## src/rtl/tw_pkg.sv

```systemverilog
package tw_pkg;

   // Raw 2-bit weight codes (two's complement of -1, 0, +1; 2'b10 unused)
   typedef enum logic [1:0] {
      TW_ZERO = 2'b00,
      TW_POS  = 2'b01,
      TW_RSV  = 2'b10,
      TW_NEG  = 2'b11
   } tw_code_e;

   // Decoded mux selection driven into each unit
   typedef enum logic [1:0] {
      SEL_ZERO = 2'b00,
      SEL_PASS = 2'b01,
      SEL_INV  = 2'b10
   } tw_sel_e;

   function automatic tw_sel_e tw_decode_fn(input logic [1:0] code);
      tw_sel_e s;
      case (tw_code_e'(code))
         TW_POS:  s = SEL_PASS;
         TW_NEG:  s = SEL_INV;
         default: s = SEL_ZERO;
      endcase
      return s;
   endfunction

endpackage

```

## src/rtl/tw_decode.sv

```systemverilog
module tw_decode
   import tw_pkg::*;
(
   input  logic [1:0] code,
   output tw_sel_e    sel
);

   always_comb begin
      sel = tw_decode_fn(code);
   end

endmodule

```

## src/rtl/tw_unit.sv

```systemverilog
module tw_unit
   import tw_pkg::*;
#(
   parameter int ACT_W    = 8,
   parameter int NEG_MODE = 0
) (
   input  logic               clk,
   input  logic               rst_n,
   input  logic               en,
   input  logic [ACT_W-1:0]   act,
   input  logic [1:0]         code,
   output logic [ACT_W:0]     prod
);

   localparam int PROD_W = ACT_W + 1;

   tw_sel_e           sel;
   logic [PROD_W-1:0] ext;
   logic [PROD_W-1:0] neg;
   logic [PROD_W-1:0] nxt;

   tw_decode u_dec (
      .code (code),
      .sel  (sel)
   );

   assign ext = {act[ACT_W-1], act};

   generate
      if (NEG_MODE == 0) begin : g_neg_sub
         assign neg = PROD_W'(0) - ext;
      end else begin : g_neg_inv
         assign neg = (~ext) + PROD_W'(1);
      end
   endgenerate

   always_comb begin
      case (sel)
         SEL_PASS: nxt = ext;
         SEL_INV:  nxt = neg;
         default:  nxt = '0;
      endcase
   end

   always_ff @(posedge clk) begin
      if (!rst_n)  prod <= '0;
      else if (en) prod <= nxt;
   end


   pos_pass_chk: assert property (@(posedge clk) disable iff (!rst_n)
      ($past(rst_n) && $past(en) && $past(code) == 2'b01)
         |-> prod == {$past(act[ACT_W-1]), $past(act)});


   neg_pass_chk: assert property (@(posedge clk) disable iff (!rst_n)
      ($past(rst_n) && $past(en) && $past(code) == 2'b11)
         |-> (prod + {$past(act[ACT_W-1]), $past(act)}) == PROD_W'(0));


   zero_code_chk: assert property (@(posedge clk) disable iff (!rst_n)
      ($past(rst_n) && $past(en) && $past(code[0]) == 1'b0) |-> prod == '0);


   hold_chk: assert property (@(posedge clk) disable iff (!rst_n)
      ($past(rst_n) && !$past(en)) |-> $stable(prod));


   no_overflow_chk: assert property (@(posedge clk) disable iff (!rst_n)
      prod != {1'b1, {ACT_W{1'b0}}});

endmodule

```

## src/rtl/ternary_mul_array.sv

```systemverilog
module ternary_mul_array #(
   parameter int ACT_W    = 8,
   parameter int CIN      = 2,
   parameter int COUT     = 2,
   parameter int KSIZE    = 3,
   parameter int NEG_MODE = 0
) (
   input  logic                                       clk,
   input  logic                                       rst_n,
   input  logic                                       in_valid,
   input  logic [CIN*KSIZE*KSIZE*ACT_W-1:0]           act_in,
   input  logic [COUT*CIN*KSIZE*KSIZE*2-1:0]          wgt_in,
   output logic                                       out_valid,
   output logic [COUT*CIN*KSIZE*KSIZE*(ACT_W+1)-1:0]  prod_out
);

   localparam int KK     = KSIZE * KSIZE;
   localparam int PROD_W = ACT_W + 1;
   localparam int NUNIT  = COUT * CIN * KK;

   generate
      if (ACT_W < 2) begin : g_bad_actw
         $error("ternary_mul_array: ACT_W must be at least 2");
      end
      if (CIN < 1 || COUT < 1 || KSIZE < 1) begin : g_bad_dims
         $error("ternary_mul_array: channel counts and kernel size must be positive");
      end
      if (NEG_MODE != 0 && NEG_MODE != 1) begin : g_bad_neg
         $error("ternary_mul_array: NEG_MODE must be 0 or 1");
      end
      if (NUNIT > 4096) begin : g_bad_size
         $error("ternary_mul_array: array too large");
      end
   endgenerate

   always_ff @(posedge clk) begin
      if (!rst_n) out_valid <= 1'b0;
      else        out_valid <= in_valid;
   end

   generate
      for (genvar o = 0; o < COUT; o++) begin : g_oc
         for (genvar c = 0; c < CIN; c++) begin : g_ic
            for (genvar k = 0; k < KK; k++) begin : g_kp
               localparam int U = (o * CIN + c) * KK + k;
               localparam int A = c * KK + k;
               tw_unit #(
                  .ACT_W    (ACT_W),
                  .NEG_MODE (NEG_MODE)
               ) u_unit (
                  .clk  (clk),
                  .rst_n(rst_n),
                  .en   (in_valid),
                  .act  (act_in[A*ACT_W +: ACT_W]),
                  .code (wgt_in[U*2 +: 2]),
                  .prod (prod_out[U*PROD_W +: PROD_W])
               );
            end
         end
      end
   endgenerate


   valid_latency_chk: assert property (@(posedge clk) disable iff (!rst_n)
      $rose(out_valid) |-> $past(in_valid));


   reset_quiet_chk: assert property (@(posedge clk) disable iff (!rst_n)
      (!$past(rst_n) && !out_valid) |-> prod_out == '0);

endmodule

```

## config.mk

```make
export PLATFORM = sky130hd
export DESIGN_NAME = ternary_mul_array
export DESIGN_NICKNAME = d
export VERILOG_FILES = /design/src/rtl/tw_pkg.sv /design/src/rtl/tw_decode.sv /design/src/rtl/tw_unit.sv /design/src/rtl/ternary_mul_array.sv
export SDC_FILE = /design/constraint.sdc
export NUM_CORES = 1
export LEC_CHECK = 0
export BUFFER_PORTS_ARGS = -buffer_cell sky130_fd_sc_hd__buf_2
export CORE_AREA = 2 2 210 212
export DETAILED_ROUTE_END_ITERATION = 12
export DIE_AREA = 0 0 212 214
export PLACE_DENSITY = 0.67
export SYNTH_ARGS = -nofsm -noshare
export SYNTH_HDL_FRONTEND = slang
export SYNTH_SLANG_ARGS = --single-unit
export TNS_END_PERCENT = 20
```

## constraint.sdc

```tcl
create_clock -name clk -period 1.7 [get_ports clk]
set_clock_uncertainty 0.2 [all_clocks]
set_input_delay 0.17 -clock clk [delete_from_list [all_inputs] [get_ports clk]]
set_output_delay 0.17 -clock clk [all_outputs]
set_load 0.005 [all_outputs]
```

==> Word level (Yosys, flattened, before mapping) <==
Index checks and enable logic that the tools add are counted.
{ "word_totals": {"register_bits": 325, "inputBits": 219, "out_inout_bits": 325, "wordCells": 271} }
{ "classes": {"n_addsub": 18, "n_eq_ne": 144, "n_mux": 72} }
{ "op_table": {"columns": ["cell", "n"], "rows": [
  ["case mux 9 bit (2 select lines)", 36],
  ["subtractor 1 x 8 -> 9 bit (first input constant)", 18],
  ["equality test 2 x 1 -> 1 bit (second input constant)", 72],
  ["equality test 2 bit (second input constant)", 72],
  ["case mux 2 bit (2 select lines)", 36]
]} }

==> Longest topological paths before layout <==
{ "depth": {"ltp_word": 4, "ltp_mapped": 7} }

==> Modules after synthesis <==
Synthesis repeated with hierarchy kept, for this count alone.
{ "hier_totals": {"cells_unflattened": 2594, "hier_area_um2": 21331.7} }
{ "by_module_without_submodules": {"columns": ["module", "instances", "cells_each", "area_per_inst_um2"], "rows": [
  ["tw_unit", 36, 70, 575.6],
  ["tw_decode", 36, 2, 16.3],
  ["ternary_mul_array", 1, 2, 26.3]
]} }

==> Worst setup path after synthesis <==
Ideal clock, no wire load.
{ "synth_path": {"path_kind": "input port to flip-flop", "startpoint": "in act_in[104]", "endpoint": "reg g_oc[0].g_ic[1].g_kp[4].u_unit.prod[8]", "setup_ns": 0.122, "t_arrival_ns": 1.469, "slack_ns": -0.090, "cell_stages": 5, "path_buffers": 0, "cell_sequence": "inv_1 > ha_1 > or3b_4 > or4_1 > a221o_1"} }
{ "synth_via": {"elab_chain_cells": 2} }
{ "synth_rtl": {"columns": ["item", "line_no", "source"], "rows": [
  ["start, declared", "ternary_mul_array.sv:11", "input logic [CIN*KSIZE*KSIZE*ACT_W-1:0] act_in,"],
  ["subtractor 1 x 8 -> 9 bit", "tw_unit.sv:31", "assign neg = PROD_W'(0) - ext;"],
  ["case mux 9 bit (2 select lines)", "tw_unit.sv:38", "case (sel)"],
  ["end signal, assigned", "tw_unit.sv:47", "else if (en) prod <= nxt;"],
  ["end, declared", "tw_unit.sv:12", "output logic [ACT_W:0] prod"]
]} }
No other way between the ends.
A chain may end at the register's enable or synchronous reset.

==> Worst setup path in the final report <==
{ "layout_path": {"startpoint": "in act_in[102]", "endpoint": "reg g_oc[0].g_ic[1].g_kp[3].u_unit.prod[8]"} }
{ "layout_via": {"elab_chain_cells": 2} }
{ "layout_rtl": {"columns": ["item", "line_no"], "rows": [
  ["subtractor 1 x 8 -> 9 bit", "tw_unit.sv:31"],
  ["case mux 9 bit (2 select lines)", "tw_unit.sv:38"],
  ["end signal, assigned", "tw_unit.sv:47"],
  ["end, declared", "tw_unit.sv:12"]
]} }
No other way between the ends.

==> results.md <==
- CTS Buf Count: 39
- RSZ-0062 raised after global routing: true
- Failing checks: negative hold slack, negative setup slack
- Max VDD drop: 1171 uV
- CTS max path bufs: 3
- Register area share after synthesis: 38.74%
- Fillers: 3569
- Most frequent cells in the layout: 524 x buf_2, 361 x nand2_1, 325 x dlygate4sd3_1
- Drc violations: 0
- Delay-heaviest family, CP: buffers and inverters
- Reg2reg start: g_oc[0].g_ic[0].g_kp[0].u_unit.prod[7]
- DIE WIDTH: 212 um
- IO Pins: 544
- Core area: 42890 um2
- Setup violators final: 2
- H-tree depth: 2
- Hold Crit Class: in -> reg
- Final WS setup: -0.04455 ns
- CP Launch Type: primary input
- Flop pwr share: 39.9%
- Crit-path max FO: 4
- Detail Placement HPWL: 44630 um
- IO buf count: 543
- Remaining global-route overflow: 0
- Hold path startpoint: act_in[92]
- Vias per inst: 5.261
- Mean Syn Cell Area: 8.141 um2
- EDFF count, synth: 0
- Initial antenna violation count: 13
- Asr flop ratio synth: 0%
- Setup Crit Path Kind: in -> reg
- Critical-path cell list: buf_2 > inv_1 > dlygate4sd3_1 > a31oi_1 > nand2_1 > dlygate4sd3_1 > a31oi_1
- Clock slew seen by the registers of the worst setup and hold paths: 0.06 ns
- CP Buf/Inv Count: 4
- CP arrival: 2.02 ns
- First-pass GRT wire length: 100600 um
- Hold Worst Slack: -0.08481 ns
- Mapped Area: 16790 um2
- Largest net degree at the start of global routing: 67
- CTS tree: built
- Syn nets: 2300
- Initial Utilization: 39.16%
- Net Sw Power: 5.625 mW
- Clock Latency Late Sink: 0.53 ns
- All-Layer GR Usage: 27.45%
- Max Fclk: 573.2 MHz
- Final period util: 102.6%
- Final setup TNS: -0.04642 ns
- Final WL: 65000 um
- Final min period: 1.745 ns
- Final Hold Viols: 7
- Total of max-cap violations: 0
- Final GP Congestion: 0.9065
- Die Span Y: 214 um
- Vias in the first global route: 19110
- Clk sink count: 325
- CP Launch Point: act_in[102]
- Status: finished with violations
- Post-Synthesis Cells: 2063
- Antenna Violating Nets Remaining: 0
- Top FF cell, synth: dfxtp_1
- Root buffer cell: clkbuf_16
- Commonest non-fill, non-tap cell in the layout: buf_2
- Detailed-route via count: 18970
- Share of cells above drive strength 1: 26.93%
- Rows: 76
- Power share of the clock group: 40.5%
- Worst setup EP type: flop
- Comb power frac: 19.6%
- Leak: 11.60 nW
- Area grow syn2layout: 53.89%
- Crit-path slowest cell: dlygate4sd3_1
- Max_slew headroom: 50.42%
- CP peak stage delay: 0.57 ns
- Drt pass-1 iters: 5
- WL/cell: 18.03 um
- Count of cell types in the netlist: 60
- Switching share of power: 27.28%
- Power Density: 797.7 nW/um2
- Die area: 45370 um2
- Pins Over Slew Limit: 0
- Internal: 14.99 mW
- Initial drt markers: 1075
- Flops & latches, synth: 325
- Net count, final: 3220
- Worst Path Required: 1.98 ns
- Syn. warnings: 0
- DP Worst Slack: -0.2158 ns
- Worst-Margin Slew: 0.7437 ns
## stage by stage
step,hold WS [ns],cells,util [%],power (mW),area [um2]
after CTS,-0.09739,3593,59.55,20.60,25540
after floorplan,0.1242,2063,-,10.00,16800
after global placement,0.2311,3193,48.87,11.55,20960
after detailed placement,0.2373,3193,48.87,11.62,20960
after global routing,-0.1025,3604,60.26,21.46,25840
final,-0.08481,3605,60.27,20.62,25850
## synthesized netlist by cell type (11+ instances only)
master,number,share of area (%)
nor3_1,17,0.51
o31ai_1,34,1.5
o21a_1,16,0.72
xor2_1,126,6.6
o2bb2ai_1,65,3.4
a21boi_0,40,1.8
a21oi_1,49,1.5
or3_1,32,1.2
a31oi_1,12,0.45
ha_1,18,1.3
nand3b_1,15,0.67
a211o_1,13,0.68
nor2_1,45,1.0
nand2b_1,20,0.74
nor2b_1,75,2.8
nand3_1,51,1.5
o21ai_1,13,0.39
o211ai_1,11,0.49
mux2i_1,52,3.1
dfxtp_1,325,39
nor3b_1,11,0.49
clkbuf_1,110,2.5
buf_2,17,0.51
o21ai_0,250,7.4
and2_1,63,2.3
inv_1,59,1.3
xnor2_1,50,2.6
nand2_1,363,8.1
or4_1,12,0.54
## power groups by stage
stage | registers (mW) | clock network (mW) | logic (mW)
floorplan | 8.39 | 0 | 1.61
global placement | 8.37 | 0 | 3.18
detailed placement | 8.39 | 0 | 3.24
CTS | 8.22 | 8.49 | 3.89
global route | 8.27 | 8.81 | 4.38
finish | 8.23 | 8.34 | 4.04
## layout make-up
cell class	count	area (um2)	share of cell area [%]
well taps	585	732.0	2.832
repair buffers	1013	7358	28.47
clock inverters	13	127.6	0.4938
diodes	9	22.52	0.08714
flip-flops and latches	325	6509	25.18
multi-input cells	1545	9731	37.65
clock buffers	56	1142	4.420
inverters	59	224.0	0.8665
## worst paths after layout
path / endpoint / slack, ns / depth (start not counted)
worst max-delay path: g_oc[0].g_ic[1].g_kp[3].u_unit.prod[8] / -0.04 / 7
worst min-delay path: g_oc[0].g_ic[1].g_kp[2].u_unit.prod[8] / -0.08 / 4
worst max register to register: g_oc[0].g_ic[0].g_kp[0].u_unit.prod[7] / 0.09 / 4
worst min register to register: g_oc[0].g_ic[0].g_kp[6].u_unit.prod[5] / 0.25 / 2
## logic make-up after synthesis
logic type / Yosys count / synth area share [%]
buffers and inverters: 193 / 4.485
AO/OA/AOI/OAI: 542 / 20.48
flip-flops: 325 / 38.74
AND/OR/NAND/NOR: 757 / 22.68
adder cells (fa/ha/maj): 18 / 1.341
XOR/XNOR: 176 / 9.178
multiplexers: 52 / 3.099
## registers in the layout (all words and copies together) (netlist names)
name / flops
g_oc.g_ic.g_kp.u_unit.prod: 324
out_valid: 1
## worst min-delay path: cells and delay by family
family / cells / cell delay, ns
AO/OA/AOI/OAI: 1 / 0.12
buffers and inverters: 1 / 0.10
AND/OR/NAND/NOR: 2 / 0.24
## timing repair
| item | 4_1_cts | 5_1_grt |
|---|---|---|
| endpoints found under the hold margin | 324 | 7 |
| setup endpoints to repair | 0 | 81 |
| hold buffers | 331 | 3 |
| resized for setup | 0 | 101 |
| setup buffers | 0 | 1 |
## routing by layer
| metal | vias to the layer above | part of all wire (%) | GRT usage (%) |
|---|---|---|---|
| li1 | 8999 | - | - |
| met1 | 8919 | 38 | 30.23 |
| met2 | 801 | 48 | 47.40 |
| met3 | 240 | 8.3 | 7.242 |
| met4 | 6 | 5.6 | 15.82 |
| met5 | - | 0.066 | 0 |
Power figures use the tool's default switching activity.
